`src/rtl/secint_pkg.sv`:
```
// Shared constants for the expansion security interrupt collector.
// Assumes a 32-bit word and expansion sources packed from bit 16 upward.
package secint_pkg;
    localparam int WORD_W  = 32;
    localparam int HI_BASE = 16;

    // Word indices of the register map
    localparam int IDX_RESP  = 0;
    localparam int IDX_CALL  = 1;
    localparam int IDX_MPCST = 2;
    localparam int IDX_MSCST = 3;
    localparam int IDX_CLR   = 4;
    localparam int IDX_EN    = 5;
    localparam int IDX_NS    = 6;
    localparam int IDX_BRST  = 7;
    localparam int IDX_BREN  = 8;

    localparam int CALL_W  = 2;
    localparam int BREN_W  = WORD_W - HI_BASE;
endpackage

```
`src/rtl/secint_sync.sv`:
```
// Two-stage synchroniser for a vector of asynchronous level lines.
// Assumes each line is a slow level, so no bus coherency is needed.
module secint_sync #(
    parameter int W = 4
) (
    input  logic         clk,
    input  logic         rst_n,
    input  logic [W-1:0] d_i,
    output logic [W-1:0] q_o
);
    logic [W-1:0] meta_q;
    logic [W-1:0] sync_q;

    // Capture the raw lines and then re-register them
    always_ff @(posedge clk) begin
        if (!rst_n) begin
            meta_q <= '0;
            sync_q <= '0;
        end else begin
            meta_q <= d_i;
            sync_q <= meta_q;
        end
    end

    assign q_o = sync_q;
endmodule

```
`src/rtl/secint_regs.sv`:
```
// Register file: write decode, stored configuration and read mux.
// Assumes full-word writes and a word index on the address lines.
module secint_regs
    import secint_pkg::*;
#(
    parameter int IW = 4
) (
    input  logic              clk,
    input  logic              rst_n,
    input  logic              bus_en,
    input  logic              bus_we,
    input  logic [IW-1:0]     word_idx,
    input  logic [WORD_W-1:0] wdata,
    input  logic [WORD_W-1:0] mpc_stat,
    input  logic [WORD_W-1:0] msc_stat,
    output logic [WORD_W-1:0] rdata,
    output logic              resp_q,
    output logic [CALL_W-1:0] call_q,
    output logic [WORD_W-1:0] en_q,
    output logic [WORD_W-1:0] ns_q,
    output logic              clr_stb
);
    logic              wr;
    logic              rd;
    logic [BREN_W-1:0] bren_q;

    // Access qualifiers
    assign wr = bus_en &&  bus_we;
    assign rd = bus_en && !bus_we;

    // Strobe for the clear register: it holds no state of its own
    assign clr_stb = wr && (word_idx == IW'(IDX_CLR));

    // Stored registers, masked to their kept bits
    always_ff @(posedge clk) begin
        if (!rst_n) begin
            resp_q <= 1'b0;
            call_q <= '0;
            en_q   <= '0;
            ns_q   <= '0;
            bren_q <= '0;
        end else if (wr) begin
            if (word_idx == IW'(IDX_RESP)) resp_q <= wdata[0];
            if (word_idx == IW'(IDX_CALL)) call_q <= wdata[CALL_W-1:0];
            if (word_idx == IW'(IDX_EN))   en_q   <= wdata;
            if (word_idx == IW'(IDX_NS))   ns_q   <= wdata;
            if (word_idx == IW'(IDX_BREN)) bren_q <= wdata[WORD_W-1:HI_BASE];
        end
    end

    // Read mux; write-only, bridge status and unmapped indices read 0
    always_comb begin
        rdata = '0;
        if (rd) begin
            if (word_idx == IW'(IDX_RESP))  rdata = {{(WORD_W-1){1'b0}}, resp_q};
            if (word_idx == IW'(IDX_CALL))  rdata = {{(WORD_W-CALL_W){1'b0}}, call_q};
            if (word_idx == IW'(IDX_MPCST)) rdata = mpc_stat;
            if (word_idx == IW'(IDX_MSCST)) rdata = msc_stat;
            if (word_idx == IW'(IDX_EN))    rdata = en_q;
            if (word_idx == IW'(IDX_NS))    rdata = ns_q;
            if (word_idx == IW'(IDX_BREN))  rdata = {bren_q, {HI_BASE{1'b0}}};
        end
    end
endmodule

```
`src/rtl/secint_msc_ctrl.sv`:
```
// Master-controller side: combined interrupt, clear pulses, non-secure lines.
// Assumes status, enable and select slices are already aligned to bit 0.
module secint_msc_ctrl #(
    parameter int N = 4
) (
    input  logic         clk,
    input  logic         rst_n,
    input  logic [N-1:0] stat,
    input  logic [N-1:0] en,
    input  logic [N-1:0] ns_sel,
    input  logic         clr_stb,
    input  logic [N-1:0] clr_bits,
    output logic         irq_o,
    output logic [N-1:0] clr_o,
    output logic [N-1:0] ns_o
);
    logic [N-1:0] clr_q;

    // One-cycle clear pulses, held only for the cycle after the write
    always_ff @(posedge clk) begin
        if (!rst_n)       clr_q <= '0;
        else if (clr_stb) clr_q <= clr_bits;
        else              clr_q <= '0;
    end

    // Level interrupt, re-evaluated whenever status or enable moves
    assign irq_o = |(stat & en);
    assign clr_o = clr_q;
    assign ns_o  = ns_sel;
endmodule

```
`src/rtl/secint_collector.sv`:
```
// Top of the expansion security interrupt collector.
// Assumes NUM_MPC, NUM_MPC_EXP and NUM_MSC are each at most 16.
module secint_collector
    import secint_pkg::*;
#(
    parameter int ADDR_W      = 4,
    parameter int NUM_MPC     = 4,
    parameter int NUM_MPC_EXP = 4,
    parameter int NUM_MSC     = 4
) (
    input  logic                   clk,
    input  logic                   rst_n,
    input  logic                   bus_en,
    input  logic                   bus_we,
    input  logic [ADDR_W-1:0]      bus_addr,
    input  logic [WORD_W-1:0]      bus_wdata,
    output logic [WORD_W-1:0]      bus_rdata,
    input  logic [NUM_MPC-1:0]     mpc_int_i,
    input  logic [NUM_MPC_EXP-1:0] mpc_exp_i,
    input  logic [NUM_MSC-1:0]     msc_exp_i,
    output logic                   msc_irq_o,
    output logic [NUM_MSC-1:0]     msc_clr_o,
    output logic [NUM_MSC-1:0]     msc_ns_o,
    output logic                   resp_err_o,
    output logic [CALL_W-1:0]      callable_cfg_o
);
    localparam int MPC_W = NUM_MPC + NUM_MPC_EXP;

    logic [MPC_W-1:0]   mpc_sync;
    logic [NUM_MSC-1:0] msc_sync;
    logic [WORD_W-1:0]  mpc_stat_w;
    logic [WORD_W-1:0]  msc_stat_w;
    logic [WORD_W-1:0]  msc_en_q;
    logic [WORD_W-1:0]  msc_ns_q;
    logic               clr_stb;

    secint_sync #(.W(MPC_W)) u_mpc_sync (
        .clk   (clk),
        .rst_n (rst_n),
        .d_i   ({mpc_exp_i, mpc_int_i}),
        .q_o   (mpc_sync)
    );

    secint_sync #(.W(NUM_MSC)) u_msc_sync (
        .clk   (clk),
        .rst_n (rst_n),
        .d_i   (msc_exp_i),
        .q_o   (msc_sync)
    );

    // Place on-chip sources low and expansion sources from bit 16
    always_comb begin
        mpc_stat_w = '0;
        msc_stat_w = '0;
        mpc_stat_w[0 +: NUM_MPC]           = mpc_sync[0 +: NUM_MPC];
        mpc_stat_w[HI_BASE +: NUM_MPC_EXP] = mpc_sync[NUM_MPC +: NUM_MPC_EXP];
        msc_stat_w[HI_BASE +: NUM_MSC]     = msc_sync;
    end

    secint_regs #(.IW(ADDR_W)) u_regs (
        .clk      (clk),
        .rst_n    (rst_n),
        .bus_en   (bus_en),
        .bus_we   (bus_we),
        .word_idx (bus_addr),
        .wdata    (bus_wdata),
        .mpc_stat (mpc_stat_w),
        .msc_stat (msc_stat_w),
        .rdata    (bus_rdata),
        .resp_q   (resp_err_o),
        .call_q   (callable_cfg_o),
        .en_q     (msc_en_q),
        .ns_q     (msc_ns_q),
        .clr_stb  (clr_stb)
    );

    secint_msc_ctrl #(.N(NUM_MSC)) u_msc (
        .clk      (clk),
        .rst_n    (rst_n),
        .stat     (msc_sync),
        .en       (msc_en_q[HI_BASE +: NUM_MSC]),
        .ns_sel   (msc_ns_q[HI_BASE +: NUM_MSC]),
        .clr_stb  (clr_stb),
        .clr_bits (bus_wdata[HI_BASE +: NUM_MSC]),
        .irq_o    (msc_irq_o),
        .clr_o    (msc_clr_o),
        .ns_o     (msc_ns_o)
    );
endmodule

```
`config.mk`:
```
export PLATFORM = sky130hd
export DESIGN_NAME = secint_collector
export DESIGN_NICKNAME = d
export VERILOG_FILES = /design/src/rtl/secint_pkg.sv /design/src/rtl/secint_sync.sv /design/src/rtl/secint_regs.sv /design/src/rtl/secint_msc_ctrl.sv /design/src/rtl/secint_collector.sv
export SDC_FILE = /design/constraint.sdc
export NUM_CORES = 1
export LEC_CHECK = 0
export BUFFER_PORTS_ARGS = -buffer_cell sky130_fd_sc_hd__buf_2
export CORE_MARGIN = 2
export CORE_UTILIZATION = 50
export CTS_CLUSTER_DIAMETER = 150
export DETAILED_ROUTE_END_ITERATION = 10
export HOLD_SLACK_MARGIN = 0.06
export PLACE_DENSITY = 0.8
export SLEW_MARGIN = 20
export SYNTH_ARGS = -nofsm -noshare
export SYNTH_HDL_FRONTEND = slang
export SYNTH_SLANG_ARGS = --single-unit
```
`constraint.sdc`:
```
create_clock -name clk -period 2.3 [get_ports clk]
set_input_delay 0.345 -clock clk [delete_from_list [all_inputs] [get_ports clk]]
set_output_delay 0.345 -clock clk [all_outputs]
set_load 0.02 [all_outputs]
```
# == Yosys cells after proc, flatten, opt, wreduce, memory -nomap -nowiden ==
# Index checks and enable logic that the tools add are counted.
# Widths: inputs -> output; s select.
# totals
wordCells,38
in_bits,52
reg_bits,111
# classes
eq_ne,7
n_bitwise,1
n_mux,8
reduce_logical,12
# op_table
cell,count
$mux 32,4
$mux 20,2
$eq 4x3->1 const B,3
$reduce_and 2->1,6
$eq 4x2->1 const B,2
$and 4x4->4,1
$eq 4x1->1 const B,1
$eq 4x4->1 const B,1
$logic_not 4->1,1
$reduce_or 4->1,1
$logic_and 1x1->1,3
$mux 2,1
$logic_not 1->1,1
$mux 1,1

# == Longest topological paths before layout ==
# Gate-level depths: netlist of run 1.
# depth
ltp_word,9
depth_mapped,7
ltp_nobuf,4

# == Modules after synthesis ==
# From an unflattened synthesis of run 1, not the netlist that was laid out.
# unflattened
cells_unflattened,638
hier_area_um2,5343.9
# by_module_without_submodules
module,cells_per_inst,n_inst,area_per_inst_um2
secint_regs,573,1,4529.3
secint_sync (u_mpc_sync),33,1,446.7
secint_sync (u_msc_sync),16,1,210.2
secint_msc_ctrl,15,1,153.9
secint_collector,1,1,3.8

# == Least setup slack after synthesis of run 1 ==
# OpenSTA, ideal clock, no wires.
# synth_timing
path_kind,input -> output
startpoint,input bus_addr[0]
endpoint,output bus_rdata[23]
slack_ns,0.367
stages,6
t_required_ns,1.955
arrival_ns,1.588
path_cell_list,buf_4 -> nand2b_1 -> nor2_1 -> buf_2 -> a32oi_1 -> a21oi_1
# synth_via
elab_chain_len,5
elab_cells_between_ends,7
cone_classes,eq/ne (3); mux (4)
# synth_lines
element,line,rtl
from (decl),secint_collector.sv:15,"input logic [ADDR_W-1:0] bus_addr,"
$eq 4x3->1,secint_regs.sv:59,if (word_idx == IW'(IDX_EN)) rdata = en_q;
$mux 32,secint_regs.sv:59,
$mux 32,secint_regs.sv:60,if (word_idx == IW'(IDX_NS)) rdata = ns_q;
$mux 32 *,secint_regs.sv:61,"if (word_idx == IW'(IDX_BREN)) rdata = {bren_q, {HI_BASE{1'b0}}};"
$mux 32 *,secint_regs.sv:54,if (rd) begin
to (decl),secint_collector.sv:17,"output logic [WORD_W-1:0] bus_rdata,"
# Mark *: on every way between the ends. The rest lies on a longest branch, timed or not.

# == Worst setup path in the final report of run 1 ==
# layout_timing
startpoint,input bus_addr[2]
endpoint,output bus_rdata[16]
# layout_via
elab_chain_len,7
elab_cells_between_ends,11
cone_classes,eq/ne (5); mux (6)
# layout_lines
element,line,rtl
$eq 4x2->1,secint_regs.sv:57,if (word_idx == IW'(IDX_MPCST)) rdata = mpc_stat;
$mux 20,secint_regs.sv:57,
$mux 20,secint_regs.sv:58,if (word_idx == IW'(IDX_MSCST)) rdata = msc_stat;
$mux 32,secint_regs.sv:59,
$mux 32,secint_regs.sv:60,
$mux 32 *,secint_regs.sv:61,
$mux 32 *,secint_regs.sv:54,
# Marks and branches as above.

==> results of run 1 <==
==> sequential cells by signal, summed over array words and instances, names as in the netlist <==
signal and cells:
u_regs.en_q 32, u_regs.ns_q 32, u_regs.bren_q 16, u_mpc_sync.meta_q 8, u_mpc_sync.q_o 8, u_msc.clr_o 4, u_msc_sync.meta_q 4, u_msc_sync.q_o 4
u_regs.call_q 2, u_regs.resp_q 1
==> stage by stage <==
stage	util (%)	hold slack, ns	worst slack, ns	std cells
after floorplan	-	0.412	0.367	569
after global placement	57.8	0.415	0.299	768
after detailed placement	57.8	0.421	0.252	768
after CTS	59.8	0.163	0.255	784
after global routing	59.8	0.160	0.156	784
final	59.8	0.168	0.212	784
==> synthesized netlist by cell type (5+ instances only) <==
cell type | instances | area (um^2)
dfxtp_1 | 111 | 2220
o21ai_0 | 21 | 105
a21boi_0 | 23 | 173
nand2_1 | 172 | 646
clkbuf_1 | 17 | 63.8
nor2b_1 | 7 | 43.8
a22oi_1 | 14 | 105
a21oi_1 | 18 | 90.1
nor2_1 | 20 | 75.1
mux2i_1 | 8 | 80.1
and2_1 | 28 | 175
a21boi_1 | 57 | 428
buf_6 | 5 | 56.3
a32oi_1 | 13 | 114
buf_4 | 5 | 37.5
buf_2 | 19 | 95.1
==> where the power goes <==
group	internal [mW]	total, mW	switching (mW)	leakage [nW]
Combinational	0.105	0.257	0.152	1.12
Clock	0.413	1.09	0.673	0.0830
Sequential	1.95	1.96	0.0114	0.900
Total	2.47	3.31	0.837	2.10
==> area by class of cell <==
cell class / instances / area (um^2)
multi-input cells: 408 / 2290
inverters: 3 / 11.3
fillers: 814 / 3720
flip-flops and latches: 111 / 2220
well taps: 129 / 161
repair buffers: 117 / 653
clock buffers: 10 / 128
clock inverters: 6 / 53.8
==> worst max path at each step <==
stage / from / end / slack [ns]
finish: bus_addr[2] / bus_rdata[16] / 0.21
global route: bus_addr[0] / bus_rdata[29] / 0.16
CTS: bus_addr[2] / bus_rdata[16] / 0.26
detailed placement: bus_addr[2] / bus_rdata[16] / 0.25
global placement: bus_addr[0] / bus_rdata[29] / 0.30
floorplan: bus_addr[0] / bus_rdata[23] / 0.37
==> cell usage in the layout (no fill, tap or decap), types with 2 or more instances in the layout <==
master / n
buf_2: 95
a21boi_0: 23
dfxtp_1: 111
a21oi_1: 18
nand3_1: 4
nor2_1: 19
buf_4: 21
nor2b_1: 7
nor3_1: 2
o221a_2: 4
nor3_4: 2
inv_8: 2
nand2b_4: 2
o21ai_0: 21
a21boi_1: 57
nand2_1: 172
a22oi_1: 14
a32oi_1: 13
nand4_1: 2
mux2i_1: 8
clkbuf_8: 9
and2_1: 28
o2bb2ai_1: 4
clkinvlp_4: 3
inv_1: 3
or3_1: 2
==> layer usage <==
metal	global-route usage (%)	vias up	wire length (um)	part of all wire [%]
li1	-	2072	-	-
met1	32.0	2027	5150	43
met2	39.9	165	5700	48
met3	4.90	16	913	7.7
met4	6.96	0	164	1.4
met5	0	-	0	0
==> critical path: cells and delay by family <==
family | cells | cell delay (ns)
AND/OR/NAND/NOR | 2 | 0.63
AO/OA/AOI/OAI | 2 | 0.39
buffers and inverters | 2 | 0.37
==> cells by family after synthesis <==
logic type	after synthesis
AOI/OAI and AO/OA	155
buffers and inverters	50
DFF	111
muxes	8
and+or+nand+nor	245
==> results.md, run 1 <==
- Status: complete, no violations
- RSZ-0062 raised after global routing: no
- Hold Path Class: primary input to register
- Clock Pin Slew Worst Setup and Hold Paths: 0.10 ns
- Bufs on Longest Clock Path: 2
- Arrival time worst endpoint: 1.74 ns
- Hold depth: 2
- Slowest stage delay, CP: 0.49 ns
- VDD IR max: 312 uV
- Synth Area in Compound Gates: 23.2%
- Die X: 102 um
- Fin crit share: 90.8%
- WP data required: 1.96 ns
- Buffers on Ports: 95
- CTS resizes: 0
- Total Wirelength: 11,900 um
- CTS Sinks: 111
- Worst Tran Pin Value: 0.527 ns
- Grt ovf: 0
- Post-DP Area: 0.00534 mm^2
- RR Endpoint: u_regs.en_q[1]
- Final HPWL DP: 8450 um
- Area Growth Syn to Fin: 15.8%
- Clk Latency, worst-skew pair: 0.37 ns
- Die Span Y: 102 um
- Final setup viols: 0
- Yosys warns: 0
- Minimum clock period: 2.09 ns
- Nets: 702
- CP Max Fanout: 10
- Starting Density: 51.6%
- Leak pwr: 2.10 nW
- Top_reg_cell synth: dfxtp_1
- Total power: 3.31 mW
- Routability cong.: 0.957
- Fraction of synthesized area in multiplexers: 1.68%
- WS Path Type: primary input to primary output
- CP startpoint kind: primary input
- Hold buffers post-CTS: 0
- Max Freq: 479 MHz
- Slowest cell on crit path: nor2b_1
- Largest family of logic cells by synthesized area: compound AO/OA/AOI/OAI gates
- Final instance area: 0.00552 mm^2
- Num CTS Buffers: 9
- Synth Area per Inst: 8.38 um^2
- Worst r2r src: u_regs.en_q[1]
- Seq/Total Area, Yosys: 46.6%
- Gate Count Post-Synth: 569
- Vias per cell: 5.46
- First-pass GRT wire length: 19,600 um
- Xor/xnor share of the synthesized area: 0%
- GRT Total Usage: 24.2%
- Drc violations: 0
- Power Dens Cells: 599 mW/mm^2
- Core ar.: 0.00924 mm^2
- Critical path cell sequence: buf_2 -> nor2b_1 -> nand3_1 -> a21oi_1 -> o221a_2 -> buf_2
- Core Rows: 35
- Simple-gate share of the synthesized area: 22.9%
- Boundary Pins: 96
- Drt pass-1 iters: 6
- Worst slew margin: 64.6%
- Antenna cells: 0
- Post-route setup TNS: 0 ns
- Fin. max-slew vios: 0
- Endpoints failing hold: 0
- Yosys reg bits: 111
- Root Driver: clkbuf_8
- Initial antenna violation count: 0
- Worst Hold End: u_mpc_sync.meta_q[2]
- EDFF count, synth: 0
- Fraction of layout cells with a size suffix above 1: 21.8%
- CTS H-tree depth: 3
- Share of flip-flops with an asynchronous set or reset: 0%
- Syn Nets: 621
- Crit-path most repeated cell: buf_2
- Vias in the first global route: 4,058
- Post-CTS setup buffer count: 0
- CTS tree: yes
- Max Cap Violations: 0
- Clock skew: 0.00202 ns
- Worst reg2reg path depth: 2
- Detailed Route Iter0 Violations: 354
- Full die area: 0.0103 mm^2
- Hold Path Origin: mpc_int_i[2]
- Via count: 4,280
- Syn Std Cell Area: 0.00477 mm^2
- WL/cell: 15.2 um
- R2R Setup Slk: 1.61 ns
- Post-DRT Antenna Nets: 0
- Largest net degree at the start of global routing: 44
- Adder-cell share of the synthesized area: 0%
- CP endpoint kind: primary output
- Yosys cell types: 31
No activity file was read; power rests on OpenSTA's default activity.
==> inputs of run 2 (changes only) <==
==> constraint.sdc (replaced) <==
create_clock -name clk -period 2.3 [get_ports clk]
set_input_delay 0.23 -clock clk [delete_from_list [all_inputs] [get_ports clk]]
set_output_delay 0.23 -clock clk [all_outputs]
set_load 0.02 [all_outputs]
==> run 2 against run 1 <==
Effect of this change: sequential share of layout area fell by 0.45 points; first-iteration DRC count fell by 51%; hold slack got worse by 0.099 ns; setup slack improved by 0.15 ns; total power rose by 3.4%; sequential cell count did not move; critical path type is now register to primary output; non-clock buffer count rose by 3; combinational power barely moved; clock power rose by 10%; highest routed layer unchanged; clock skew rose by 0.0047 ns; cell count rose by 0.38%.
==> results.md, run 2 (synthesis results as in run 1) <==
- Status: complete, no violations
- Final setup viols: 0 (unchanged)
- Core ar.: 0.00924 mm^2 (unchanged)
- Area Growth Syn to Fin: 17.1%
- Largest regs: u_regs.en_q (32), u_regs.ns_q (32), u_regs.bren_q (16)
- R2R Setup Slk: 1.62 ns (about the same)
- # fillers: 845 (+3.8%)
- Footprint of the multi-input gates: 0.00229 mm^2 (unchanged)
- CTS Sinks: 111 (unchanged)
- Buffers on Ports: 95 (unchanged)
- Total Wirelength: 11,500 um (-3.7%)
- CP startpoint kind: register
- CTS resizes: 0 (unchanged)
- Worst slew margin: 65.5% (+0.92 points)
- Post-route setup TNS: 0 ns (unchanged)
- Worst reg2reg path depth: 2 (unchanged)
- First-pass GRT wire length: 18,500 um (-5.6%)
- DP Worst Slack: 0.434 ns (+0.182 ns)
- Hold depth: 2 (unchanged)
- Non-Filler Instances: 787 (+0.38%)
- Boundary Pins: 96 (unchanged)
- Max Freq: 515 MHz (+7.6%)
- CTS tree: yes
- WL/cell: 14.6 um (-4.0%)
- Clock Pin Slew Worst Setup and Hold Paths: 0.10 ns (about the same)
- Total power: 3.42 mW (+3.4%)
- Slowest cell on crit path: dfxtp_1
- WP data required: 2.07 ns (+0.11 ns)
- Root Driver: clkbuf_8
- CP Max Fanout: 3 (-7)
- Fin. max-slew vios: 0 (unchanged)
- Clk Latency, worst-skew pair: 0.37 ns (about the same)
- Fin Hold WS: 0.0691 ns (-0.0990 ns)
- Bufs on Longest Clock Path: 2 (unchanged)
- VDD IR max: 343 uV (+10%)
- Drc violations: 0 (unchanged)
- Fin crit share: 84.4% (-6.4 points)
- Detailed Route Iter0 Violations: 172 (-51%)
- Endpoints failing hold: 0 (unchanged)
- Slowest stage delay, CP: 0.38 ns (-0.11 ns)
- Fraction of layout cells with a size suffix above 1: 21.4% (-0.40 points)
- Routability cong.: 0.851 (-11%)
- Vias per cell: 5.33 (-2.3%)
- Hold Path Class: primary input to register
- Most frequent cells in the layout: 172 x nand2_1, 111 x dfxtp_1, 95 x buf_2
- Leak pwr: 2.13 nW (+1.5%)
- Initial antenna violation count: 0 (unchanged)
- Drt pass-1 iters: 5 (-1)
- Via count: 4,197 (-1.9%)
- Clock skew: 0.00671 ns (+0.00469 ns)
- WS Path Type: register to primary output
- Post-DRT Antenna Nets: 0 (unchanged)
- Largest net degree at the start of global routing: 44 (unchanged)
- Antenna cells: 0 (unchanged)
- Post-CTS setup buffer count: 0 (unchanged)
- Core Rows: 35 (unchanged)
- Max Cap Violations: 0 (unchanged)
- Delay-heaviest family, CP: flip-flops
- Nets: 705 (+0.43%)
- Die Span Y: 102 um (unchanged)
- Worst Tran Pin Value: 0.517 ns (-0.00968 ns)
- Commonest non-fill, non-tap cell in the layout: nand2_1
- Power Dens Cells: 612 mW/mm^2 (+2.2%)
- Critical path depth in cells: 5 (-1)
- GRT Total Usage: 22.7% (-1.5 points)
- Minimum clock period: 1.94 ns (-0.147 ns)
- Hold buffers post-CTS: 5 (+5)
- Die X: 102 um (unchanged)
- Arrival time worst endpoint: 1.71 ns (-0.03 ns)
- Final HPWL DP: 8030 um (-5.0%)
- Crit path buffers/inverters: 1 (-1)
- Starting Density: 51.6% (unchanged)
- Vias in the first global route: 3,937 (-3.0%)
- Register area: 0.00222 mm^2 (unchanged)
- RSZ-0062 raised after global routing: no
- Full die area: 0.0103 mm^2 (unchanged)
- CTS H-tree depth: 3 (unchanged)
- CP endpoint kind: primary output
- Grt ovf: 0 (unchanged)
- Worst setup margin: 0.359 ns (+0.147 ns)
- Num CTS Buffers: 9 (unchanged)
- Placed cells: 766 (-0.26%)
- Critical path cell sequence: nor2_1 -> o21ai_0 -> a32oi_1 -> nor3_1 -> buf_2
run 2: cell count changes in the layout (fill, tap and decap cells not counted):
| cell | before | now |
|---|---|---|
| dlygate4sd3_1 | 0 | 5 |
| clkinv_4 | 0 | 1 |
| buf_4 | 21 | 19 |
| inv_6 | 1 | 0 |
| inv_8 | 2 | 0 |
| clkbuf_8 | 9 | 11 |
| clkinvlp_4 | 3 | 2 |
| bufinv_16 | 0 | 1 |
run 2: stage by stage:
step                area [um^2]  util, %
floorplan                  4770        -
global placement           5330     57.6
detailed placement         5330     57.6
CTS                        5580     60.4
global route               5580     60.4
finish                     5580     60.4
run 2: final cells by class:
class	count	share of cell area (%)
clock buffers	12	2.78
repair buffers	120	12.3
multi-input cells	408	41.0
clock inverters	4	0.963
flip-flops and latches	111	39.8
inverters	3	0.202
well taps	129	2.89
run 2: metal layers:
metal / share of wire, % / routed length [um] / GRT usage (%) / vias to the layer above
li1: - / - / - / 2077
met1: 43 / 4970 / 29.5 / 1953
met2: 48 / 5490 / 37.1 / 148
met3: 7.0 / 808 / 4.69 / 19
met4: 1.9 / 217 / 8.73 / 0
met5: 0 / 0 / 0 / -
run 2: where the power goes:
group          switching [mW]  internal (mW)  leakage [nW]
clock                   0.634          0.566        0.0988
combinational           0.148          0.108          1.13
sequential             0.0112           1.95         0.900
total                   0.793           2.63          2.13
run 2: final timing paths:
path	to	startpoint
hold reg to reg	u_mpc_sync.q_o[3]	u_mpc_sync.meta_q[3]
setup / recovery	bus_rdata[0]	u_regs.resp_q
hold / removal	u_mpc_sync.meta_q[4]	mpc_exp_i[0]
setup reg to reg	u_regs.en_q[8]	u_regs.en_q[8]
==> inputs of run 3 (changes only) <==
- ABC_AREA: not set -> 1
- PLACE_DENSITY: 0.8 -> 0.82
- clock period: 2.3 -> 1.75 ns (I/O delays scaled with it)
==> run 3 against run 2 <==
Effect of this change: sequential cell count did not move; critical path type is now primary input to primary output; final area grew 6.9%; via count rose by 14%; global-route usage rose by 0.76 points.
==> results.md, run 3 <==
- CTS Sinks: 111 (unchanged)
- Total Wirelength: 12,300 um (+6.9%)
- Hold Path Origin: bus_wdata[20]
- Hold Path Class: primary input to register
- CTS tree: yes
- Boundary Pins: 96 (unchanged)
- Area Growth Syn to Fin: 22.4%
- Most frequent cells in the layout: 184 x nor2_1, 117 x nand2_1, 111 x dfxtp_1
- Hold depth: 3 (+1)
- Arrival time worst endpoint: 1.49 ns (-0.22 ns)
- Clock Pin Slew Worst Setup and Hold Paths: 0.11 ns (about the same)
- WS Path Type: primary input to primary output
- Metal-1 WL: 5400 um (+8.5%)
- WP data required: 1.57 ns (-0.50 ns)
- Via count: 4,793 (+14%)
- Initial antenna violation count: 0 (unchanged)
- Drc violations: 0 (unchanged)
- Worst r2r src: u_regs.ns_q[16]
- Non-Filler Instances: 957 (+22%)
- Clk Latency, worst-skew pair: 0.37 ns (about the same)
- Routability cong.: 0.820 (-3.7%)
- Worst Hold End: u_regs.en_q[20]
- Core ar.: 0.00964 mm^2 (+4.3%)
- RSZ-0062 raised after global routing: no
- Final HPWL DP: 7890 um (-1.7%)
- Detailed Route Iter0 Violations: 270 (+57%)
- Core Rows: 36 (+2.9%)
- Endpoints failing hold: 0 (unchanged)
- Largest regs: u_regs.en_q (32), u_regs.ns_q (32), u_regs.bren_q (16)
- Clock skew: 0.00177 ns (-0.00494 ns)
- CTS H-tree depth: 3 (unchanged)
- Minimum clock period: 1.66 ns
- RR Endpoint: u_regs.ns_q[16]
- Top_reg_cell synth: dfxtp_1
- Worst slew margin: 71.4% (+5.9 points)
- Worst Tran Pin Value: 0.429 ns (-0.0880 ns)
- Most common cell in the netlist: nor2_1
- Post-route setup TNS: 0 ns (unchanged)
- Commonest non-fill, non-tap cell in the layout: nor2_1
- Buffers on Ports: 95 (unchanged)
- Largest cells by area after synthesis: dfxtp_1 46%, nor2_1 14%, nand2_1 9.0%
- Root Driver: clkbuf_8
- WL/cell: 12.8 um (-12%)
- Fraction of layout cells with a size suffix above 1: 18.3% (-3.1 points)
- VDD IR max: 450 uV (+31%)
- Nets: 871 (+24%)
- Largest net degree at the start of global routing: 104 (+140%)
- Yosys warns: 0 (unchanged)
- Final Util: 62.0% (+1.5 points)
- Max Freq: 602 MHz
- Synth Area per Inst: 6.92 um^2 (-17%)
- Bufs on Longest Clock Path: 2 (unchanged)
- Fin. max-slew vios: 0 (unchanged)
- EDFF count, synth: 0 (unchanged)
- Full die area: 0.0106 mm^2 (+2.3%)
- Die Span Y: 103 um (+1.1%)
- Total power: 4.63 mW (+35%)
- Commonest cells in the netlist: 184 x nor2_1, 117 x nand2_1, 111 x dfxtp_1, 67 x inv_1, 48 x o21ai_0
- Die X: 103 um (+1.1%)
- Drt pass-1 iters: 5 (unchanged)
- Syn Nets: 757 (+22%)
- Antenna cells: 0 (unchanged)
- Placed cells: 910 (+19%)
- CP Max Fanout: 38 (+35)
- First-pass GRT wire length: 19,600 um (+6.0%)
- DR top layer: met4
- Post-DRT Antenna Nets: 0 (unchanged)
- Yosys reg bits: 111 (unchanged)
- GRT Total Usage: 23.5% (+0.76 points)
- Power Dens Cells: 775 mW/mm^2 (+27%)
- R2R Setup Slk: 1.07 ns (-0.55 ns)
- Post-CTS setup buffer count: 0 (unchanged)
- Worst reg2reg path depth: 2 (unchanged)
- Status: complete, no violations
- Yosys top cell area share: 45.5% (-1.1 points)
- Grt ovf: 0 (unchanged)
- Share of flip-flops with an asynchronous set or reset: 0% (unchanged)
- Num CTS Buffers: 9 (unchanged)
- Starting Density: 50.6% (-0.97 points)
- Seq/Total Area, Yosys: 45.5% (-1.1 points)
- Final setup viols: 0 (unchanged)
- CP endpoint kind: primary output
- Yosys cell types: 24 (-23%)
- Wire length on met2: 5770 um (+5.2%)
- Gate Count Post-Synth: 705 (+24%)
- Syn Std Cell Area: 0.00488 mm^2 (+2.4%)
- Fin crit share: 95.0%
- CP startpoint kind: primary input
- Leak pwr: 3.16 nW (+48%)
- Largest area contributor in the netlist: dfxtp_1
- DR WL met3: 768 um (-5.0%)
- Vias per cell: 5.01 (-6.1%)
- # fillers: 898 (+6.3%)
- Vias in the first global route: 4,261 (+8.2%)
- Max Cap Violations: 0 (unchanged)
==> run 3: changes by cell type after synthesis, sizes merged, moves of 4 or more <==
| cell | delta |
|---|---|
| o21ai | +67 |
| nor2 | +171 |
| a22oi | -14 |
| o2bb2ai | -4 |
| o221a | -4 |
| mux2i | -8 |
| nand3 | +42 |
| nor2b | -7 |
| inv | +68 |
| and2 | -28 |
| nand4 | +5 |
| a32oi | -13 |
| nand2 | -50 |
| a21boi | -79 |
==> run 3: area by class of cell <==
| class | instances | area, um^2 | area share, % |
|---|---|---|---|
| Inverter | 72 | 273 | 4.57 |
| Timing Repair Buffer | 148 | 1000 | 16.8 |
| Multi-Input combinational cell | 477 | 2100 | 35.1 |
| Clock inverter | 6 | 73.8 | 1.24 |
| Tap cell | 133 | 166 | 2.79 |
| Clock buffer | 10 | 138 | 2.30 |
| Sequential cell | 111 | 2220 | 37.2 |
==> run 3: metal layers <==
metal	track usage [%]	vias to the layer above
met2	38.0	187
met3	3.73	33
met4	11.1	0
met1	30.8	2155
met5	0	-
li1	-	2418
==> run 3: timing repair <==
action	4_1_cts	5_1_grt
hold endpoints to repair	45	0
endpoints found under the setup margin	0	2
hold buffers	31	0
gates resized for setup	0	1
==> run 3: cells by family after synthesis <==
logic type	synth area share, %
and+or+nand+nor	31.6
buffers and inverters	11.5
DFF	45.5
AOI/OAI and AO/OA	11.4
==> run 3: report_power, final <==
group          switching, mW  total [mW]  internal, mW
Sequential            0.0195        2.59          2.57
Combinational          0.239       0.406         0.167
Clock                  0.905        1.63         0.722
==> run 3: through the flow <==
step / area [um^2] / setup slack (ns) / hold slack (ns)
2_1_floorplan: 4880 / 0.304 / 0.273
3_3_place_gp: 5450 / 0.147 / 0.357
3_5_place_dp: 5450 / 0.137 / 0.359
4_1_cts: 5970 / 0.128 / 0.0601
5_1_grt: 5970 / 0.0391 / 0.0638
6_report: 5970 / 0.0876 / 0.0645
==> run 3: worst max path at each step <==
stage	startpoint	end
3_3_place_gp	bus_addr[2]	bus_rdata[6]
3_5_place_dp	bus_addr[2]	bus_rdata[6]
2_1_floorplan	bus_en	bus_rdata[12]
5_1_grt	bus_addr[2]	bus_rdata[8]
6_report	bus_addr[2]	bus_rdata[8]
4_1_cts	bus_addr[2]	bus_rdata[10]
==> run 3: critical path, cell delays in order <==
cell and delay [ns]:
buf_2 0.13, inv_2 0.04, nor2_2 0.12, buf_12 0.22
nand2_4 0.11, clkinv_2 0.18, nand2_1 0.08, a21oi_1 0.21
buf_2 0.21
